File: src/rtl/irq_stat_pkg.sv
package irq_stat_pkg;

  // Next value of one sticky DMA status bit: a new event wins over a clear.
  function automatic logic sticky_next(input logic cur, input logic ev, input logic clr);
    return ev | (cur & ~clr);
  endfunction

  // Halt output of one DMA channel: only error-class bits stop the channel.
  function automatic logic halt_of(input logic sticky, input logic is_info);
    return sticky & ~is_info;
  endfunction

  // Clear request decoded from a status-word write: a zero bit means clear.
  function automatic logic clear_req(input logic wr_status, input logic wbit);
    return wr_status & ~wbit;
  endfunction

endpackage

File: src/rtl/irq_dma_latch.sv
module irq_dma_latch #(
  parameter int        NCH     = 16,
  parameter logic [NCH-1:0] INFO = '0
) (
  input  logic           clk,
  input  logic           rst_n,
  input  logic [NCH-1:0] ev,
  input  logic [NCH-1:0] clr,
  output logic [NCH-1:0] sticky_q,
  output logic [NCH-1:0] sticky_nxt,
  output logic [NCH-1:0] halt
);
  import irq_stat_pkg::*;

  for (genvar g = 0; g < NCH; g++) begin : g_ch
    assign sticky_nxt[g] = sticky_next(sticky_q[g], ev[g], clr[g]);
    assign halt[g]       = halt_of(sticky_q[g], INFO[g]);

    always_ff @(posedge clk or negedge rst_n) begin
      if (!rst_n) sticky_q[g] <= 1'b0;
      else        sticky_q[g] <= sticky_nxt[g];
    end
  end

endmodule

File: src/rtl/irq_mask_reg.sv
module irq_mask_reg #(
  parameter int W = 32
) (
  input  logic         clk,
  input  logic         rst_n,
  input  logic         we,
  input  logic [W-1:0] wdata,
  output logic [W-1:0] mask_q,
  output logic [W-1:0] mask_nxt
);
  assign mask_nxt = we ? wdata : mask_q;

  always_ff @(posedge clk or negedge rst_n) begin
    if (!rst_n) mask_q <= '0;
    else        mask_q <= mask_nxt;
  end
endmodule

File: src/rtl/irq_out_stage.sv
module irq_out_stage #(
  parameter int W = 32
) (
  input  logic         clk,
  input  logic         rst_n,
  input  logic [W-1:0] stat_nxt,
  input  logic [W-1:0] mask_nxt,
  output logic         any_w,
  output logic         irq_q
);
  assign any_w = |(stat_nxt & mask_nxt);

  always_ff @(posedge clk or negedge rst_n) begin
    if (!rst_n) irq_q <= 1'b0;
    else        irq_q <= any_w;
  end
endmodule

File: src/rtl/irq_status_ctrl.sv
module irq_status_ctrl #(
  parameter int                    NUM_LINES = 32,
  parameter int                    DMA_BASE  = 16,
  parameter logic [NUM_LINES-1:0]  INFO_MASK = 32'h0133_0000
) (
  input  logic                            clk,
  input  logic                            rst_n,
  input  logic [NUM_LINES-1:0]            src_in,
  input  logic                            bus_wr,
  input  logic                            bus_addr,
  input  logic [NUM_LINES-1:0]            bus_wdata,
  output logic [NUM_LINES-1:0]            bus_rdata,
  output logic                            irq_out,
  output logic [NUM_LINES-DMA_BASE-1:0]   dma_halt
);
  import irq_stat_pkg::*;

  localparam int NUM_DMA = NUM_LINES - DMA_BASE;
  localparam logic [NUM_DMA-1:0] INFO_DMA = INFO_MASK[NUM_LINES-1:DMA_BASE];

  // Named internal events, visible to the bound checker.
  logic                 wr_status_w;
  logic                 wr_mask_w;
  logic [NUM_DMA-1:0]   ev_w;
  logic [NUM_DMA-1:0]   clr_w;
  logic [NUM_DMA-1:0]   dma_stat;
  logic [NUM_DMA-1:0]   dma_stat_nxt;
  logic [NUM_LINES-1:0] mask_q;
  logic [NUM_LINES-1:0] mask_nxt;
  logic [NUM_LINES-1:0] status_w;
  logic [NUM_LINES-1:0] status_nxt;
  logic                 irq_any_w;

  assign wr_status_w = bus_wr & ~bus_addr;
  assign wr_mask_w   = bus_wr &  bus_addr;
  assign ev_w        = src_in[NUM_LINES-1:DMA_BASE];

  for (genvar g = 0; g < NUM_DMA; g++) begin : g_clr
    assign clr_w[g] = clear_req(wr_status_w, bus_wdata[DMA_BASE+g]);
  end

  irq_dma_latch #(.NCH(NUM_DMA), .INFO(INFO_DMA)) u_latch (
    .clk        (clk),
    .rst_n      (rst_n),
    .ev         (ev_w),
    .clr        (clr_w),
    .sticky_q   (dma_stat),
    .sticky_nxt (dma_stat_nxt),
    .halt       (dma_halt)
  );

  irq_mask_reg #(.W(NUM_LINES)) u_mask (
    .clk      (clk),
    .rst_n    (rst_n),
    .we       (wr_mask_w),
    .wdata    (bus_wdata),
    .mask_q   (mask_q),
    .mask_nxt (mask_nxt)
  );

  // Ordinary lines are never stored: the status word shows them live.
  assign status_w   = {dma_stat,     src_in[DMA_BASE-1:0]};
  assign status_nxt = {dma_stat_nxt, src_in[DMA_BASE-1:0]};

  irq_out_stage #(.W(NUM_LINES)) u_out (
    .clk      (clk),
    .rst_n    (rst_n),
    .stat_nxt (status_nxt),
    .mask_nxt (mask_nxt),
    .any_w    (irq_any_w),
    .irq_q    (irq_out)
  );

  assign bus_rdata = bus_addr ? mask_q : status_w;

endmodule

File: config.mk
export PLATFORM = sky130hd
export DESIGN_NAME = irq_status_ctrl
export DESIGN_NICKNAME = d
export VERILOG_FILES = /design/src/rtl/irq_stat_pkg.sv /design/src/rtl/irq_dma_latch.sv /design/src/rtl/irq_mask_reg.sv /design/src/rtl/irq_out_stage.sv /design/src/rtl/irq_status_ctrl.sv
export SDC_FILE = /design/constraint.sdc
export NUM_CORES = 1
export LEC_CHECK = 0
export CORE_MARGIN = 2
export CORE_UTILIZATION = 47
export DETAILED_ROUTE_END_ITERATION = 16
export GPL_TIMING_DRIVEN = 0
export MAX_ROUTING_LAYER = met4
export PLACE_DENSITY = 0.95
export SKIP_LAST_GASP = 1
export SYNTH_ARGS = -nofsm -noshare
export SYNTH_HDL_FRONTEND = slang
export SYNTH_HIERARCHICAL = 1
export SYNTH_SLANG_ARGS = --single-unit
File: constraint.sdc
create_clock -name clk -period 2.64 [get_ports clk]
set_input_delay 0.396 -clock clk [delete_from_list [all_inputs] [get_ports clk]]
set_output_delay 0.396 -clock clk [all_outputs]
set_load 0.01 [all_outputs]
Yosys cells after proc, flatten, opt, wreduce, memory -nomap -nowiden
Index checks and enable logic that the tools add are counted.
{"block": "word_totals", "output_inout_bits": 49, "word_cells": 105, "inputBits": 68, "regBits": 49}
{"block": "classes", "bitwise": 84, "mux": 2, "n_reduce_logical": 1}
{"operator": "$mux W32", "n": 2}
{"operator": "$and A1 B1 Y1", "n": 34}
{"operator": "$not A1 Y1", "n": 33}
{"operator": "$and A32 B32 Y32", "n": 1}
{"operator": "$reduce_or A32 Y1", "n": 1}
{"operator": "$or A1 B1 Y1", "n": 16}

Longest topological paths before layout
{"block": "logic_depth", "word_depth": 8, "ltp_mapped": 8, "mapped_depth_nobuf": 6}

By module
Netlist, hierarchy kept.
{"module": "irq_mask_reg", "instances": 1, "area_per_inst_um2": 1345.0, "seq_area_each_um2": 800.8, "cells_each": 68}
{"module": "irq_dma_latch", "instances": 1, "area_per_inst_um2": 704.4, "seq_area_each_um2": 400.4, "cells_each": 65}
{"module": "irq_status_ctrl", "instances": 1, "area_per_inst_um2": 581.8, "seq_area_each_um2": 0.0, "cells_each": 55}
{"module": "irq_out_stage", "instances": 1, "area_per_inst_um2": 182.7, "seq_area_each_um2": 25.0, "cells_each": 22}

Worst setup path after synthesis
OpenSTA, ideal clock, no wires.
{"block": "synth_path", "path_type": "input-to-reg", "from": "input bus_wr", "to": "register u_out.irq_q", "required_time_ns": 2.502, "setup_slack_ns": 0.467, "t_arrival_ns": 2.034, "path_buffers": 3, "setup_ns": 0.138, "cell_stages": 8, "path_cell_list": "clkbuf_1 > and2_1 > buf_6 > buf_12 > mux2_4 > a22oi_1 > nand4_1 > or4_1"}
{"block": "synth_via", "elab_cells_between_ends": 69, "cone_classes": "1 x mux; 67 x bitwise; 1 x reduce/logical"}
{"item": "from (decl)", "line_no": "irq_status_ctrl.sv:9", "text": "input logic bus_wr,"}
{"item": "$and A1 B1 Y1", "line_no": "irq_status_ctrl.sv:35", "text": "assign wr_mask_w = bus_wr & bus_addr;"}
{"item": "via wr_mask_w", "line_no": "irq_status_ctrl.sv:23", "text": "logic wr_mask_w;"}
{"item": "$mux W32", "line_no": "irq_mask_reg.sv:11", "text": "assign mask_nxt = we ? wdata : mask_q;"}
{"item": "via mask_nxt[7]", "line_no": "irq_status_ctrl.sv:29", "text": "logic [NUM_LINES-1:0] mask_nxt;"}
{"item": "$and A32 B32 Y32", "line_no": "irq_out_stage.sv:11", "text": "assign any_w = |(stat_nxt & mask_nxt);"}
{"item": "$reduce_or A32 Y1", "line_no": "irq_out_stage.sv:11"}
{"item": "via irq_any_w", "line_no": "irq_status_ctrl.sv:32", "text": "logic irq_any_w;"}
{"item": "to (signal assigned)", "line_no": "irq_out_stage.sv:15", "text": "else irq_q <= any_w;"}
{"item": "to (decl)", "line_no": "irq_out_stage.sv:9", "text": "output logic irq_q"}
The timed path passes the listed nets, and every way through them passes these cells.

Worst setup path in the final report
Ends and elaborated chain as after synthesis.

==> results.txt <==
Most frequent cells in the layout -> clkdlybuf4s50_1 (108), dfrtp_1 (49), mux2_2 (34), mux2_4 (30), buf_4 (20)
CTS buffer count -> 5
Rel. slew slack -> 0.661
Sequential power share -> 0.448
Port Buf Inserts -> 110
R2R cell count -> 4
Post-synthesis mux area share -> 0.296
Internal power -> 1.45 mW
Die Span Y -> 81.4 um
First-pass DRT Iterations -> 4
Max-slew violations -> 0
Avg Cell Area, Syn -> 13.4 um^2
Power Dens Cells -> 477 nW/um^2
Cell leakage power -> 1.69 nW
Max Cap Viol -> 0
Sequential share of the synthesized area -> 0.436
Setup violators final -> 0
Reg2reg end -> u_out/irq_q
CP max FO -> 10
Total wire length -> 7420 um
Worst Skew -> 7.33 ps
Worst-skew pair later-pin latency -> 300 ps
CTS max path bufs -> 2
R2R setup slack -> 960 ps
I/O pins -> 117
Largest stage delay on the critical path -> 510 ps
Critical path launch point type -> input port
Kind of critical path -> input port to flop
Cell Chain, Critical Path -> dlygate4sd2_1 > clkbuf_4 > and2_1 > buf_6 > buf_12 > mux2_4 > a22oi_1 > nand4_1 > or4_1
Max Clock Freq -> 391 MHz
Clock sink total -> 49
CTS tree -> yes
Share of layout cells above drive strength 1 -> 0.327
Nets -> 400
# H-tree levels -> 2
Final Hold Fails -> 0
Row count -> 28
Die area -> 6620 um^2
RR Startpoint -> u_mask/mask_q[5]
Placement Cell Area -> 4040 um^2
Switching pwr -> 0.522 mW
First-pass GRT wire length -> 11300 um
Routability congestion estimate -> 0.823
Drt wl/cell -> 18.2 um
Core ar. -> 5850 um^2
Number of global-route vias before repair -> 2291
Post-detailed-route via-to-cell ratio -> 5.23
Synth Area in XOR/XNOR -> 0
Area growth syn-to-layout -> 46.6%
Initial core utilization -> 0.481
Largest net degree at the start of global routing -> 30
Congestion Overflow GR -> 0
Largest family of logic cells by synthesized area -> multiplexers
Synthesis Warnings -> 6
Hold crit path type -> input port to async pin
RSZ-0062 raised after global routing -> false
Fill cell count -> 438
Post-synthesis cell count -> 210
Post-Synth Adder-Cell Area -> 0
Peak VDD IR -> 292 uV
Sw Share -> 0.265
Ant. Diodes -> 0
DRT antenna net count -> 0
Simple-Gate Fraction of Synth Area -> 0.0743
Slowest library cell on the worst path -> or4_1
Req. time, crit path -> 2810 ps
Status -> complete, no violations
#FFs+latches synth -> 49
Clock root cell -> clkbuf_8
Tmin final -> 2550 ps
Postcts setup bufs -> 0
CP Capture Type -> flop
Combinational Power Share -> 0.338
Setup tns final -> 0 ps
Initial antenna violation count -> 0
Commonest non-fill, non-tap cell in the layout -> clkdlybuf4s50_1
Crit path DAT -> 2720 ps
Reg clk slew, reported paths -> 80 ps
Compound-Gate Fraction of Synth Area -> 0.0871
Die X -> 81.4 um
Cell Area, Synth -> 2810 um^2
Netlist cell types -> 17
DP HPWL -> 5640 um
Post-route clock period utilization -> 0.968
Worst setup path startpoint -> bus_wr
# DRC -> 0
Post-CTS Hold Fix Bufs -> 0
Clock share of power -> 0.213
Post-Layout Inst Area -> 4130 um^2
Actual slew at the worst max-slew pin -> 508 ps
GRT Total Usage -> 0.238
DR iter-0 viols -> 56
DR vias -> 2132
[power by group through the flow]
| stage | sequential [mW] | combinational [mW] | clock [mW] |
|---|---|---|---|
| after CTS | 0.883 | 0.669 | 0.428 |
| final | 0.883 | 0.667 | 0.421 |
| after detailed placement | 0.898 | 0.663 | 0 |
| after floorplan | 0.885 | 0.343 | 0 |
| after global placement | 0.888 | 0.648 | 0 |
| after global routing | 0.894 | 0.710 | 0.466 |
[metal layers]
metal  up-vias  routed length [um]  global-route usage
met4         0                 123              0.0729
li1        979                   -                   -
met1      1049                2870               0.264
met3        15                 469              0.0478
met5         -                   0                   -
met2        89                3950               0.426
[cell type report]
class / count / area [um^2] / area share
multi-input cells: 123 / 1310 / 0.318
well taps: 75 / 93.8 / 0.0227
plain buffers: 26 / 240 / 0.0582
clock buffers: 8 / 80.1 / 0.0194
inverters: 16 / 60.1 / 0.0146
flip-flops and latches: 49 / 1230 / 0.297
repair buffers: 111 / 1110 / 0.270
[worst max-delay path by stage]
stage                       end  slack [ps]  cells after the start
CTS                 u_out/irq_q          10                      9
floorplan           u_out/irq_q         470                      8
finish              u_out/irq_q          90                      9
global placement    u_out/irq_q        -700                      9
detailed placement  u_out/irq_q        -740                      9
global route        u_out/irq_q           7                      9
[cells in the mapped netlist, drive strengths merged]
master	instances	area (um^2)
mux2	64	833
dfrtp	49	1230
buf	25	233
a21o	16	120
a22oi	16	125
inv	16	60.1
nor3b	16	170
nand4	4	25.0
and2	1	6.26
clkbuf	1	3.75
conb	1	3.75
or4	1	7.51
[stage by stage]
step                total power, mW  instances  hold slack [ps]  utilization  worst slack (ps)
finish                         1.97        408             59.6        0.705              85.7
detailed placement             1.56        400              390        0.690              -737
floorplan                      1.23        214              100            -               467
global route                   2.07        408             73.3        0.705              7.40
global placement               1.54        399              481        0.688              -705
CTS                            1.98        408             67.0        0.704              9.63
[registers in the layout, summed over array words and instances (netlist names)]
signal	count
u_out/irq_q	1
u_latch/sticky_q	5
u_mask/mask_q	32
u_latch/halt	11
[worst max-delay path, delay by kind of cell]
family          cells  cell delay, ps
mux                 1             310
buf+inv             4             960
simple gates        3             810
compound gates      1             220
[logic make-up after synthesis]
kind of cell | count (synthesis)
AO/OA/AOI/OAI | 32
flip-flops | 49
buffers and inverters | 42
other | 1
multiplexers | 64
AND/OR/NAND/NOR | 22
[what timing repair did]
action / in CTS / in global routing
gates resized for setup: 3 / 1
endpoints found under the setup margin: 1 / 1
pin swaps: 0 / 0
Power figures use the tool's default switching activity.
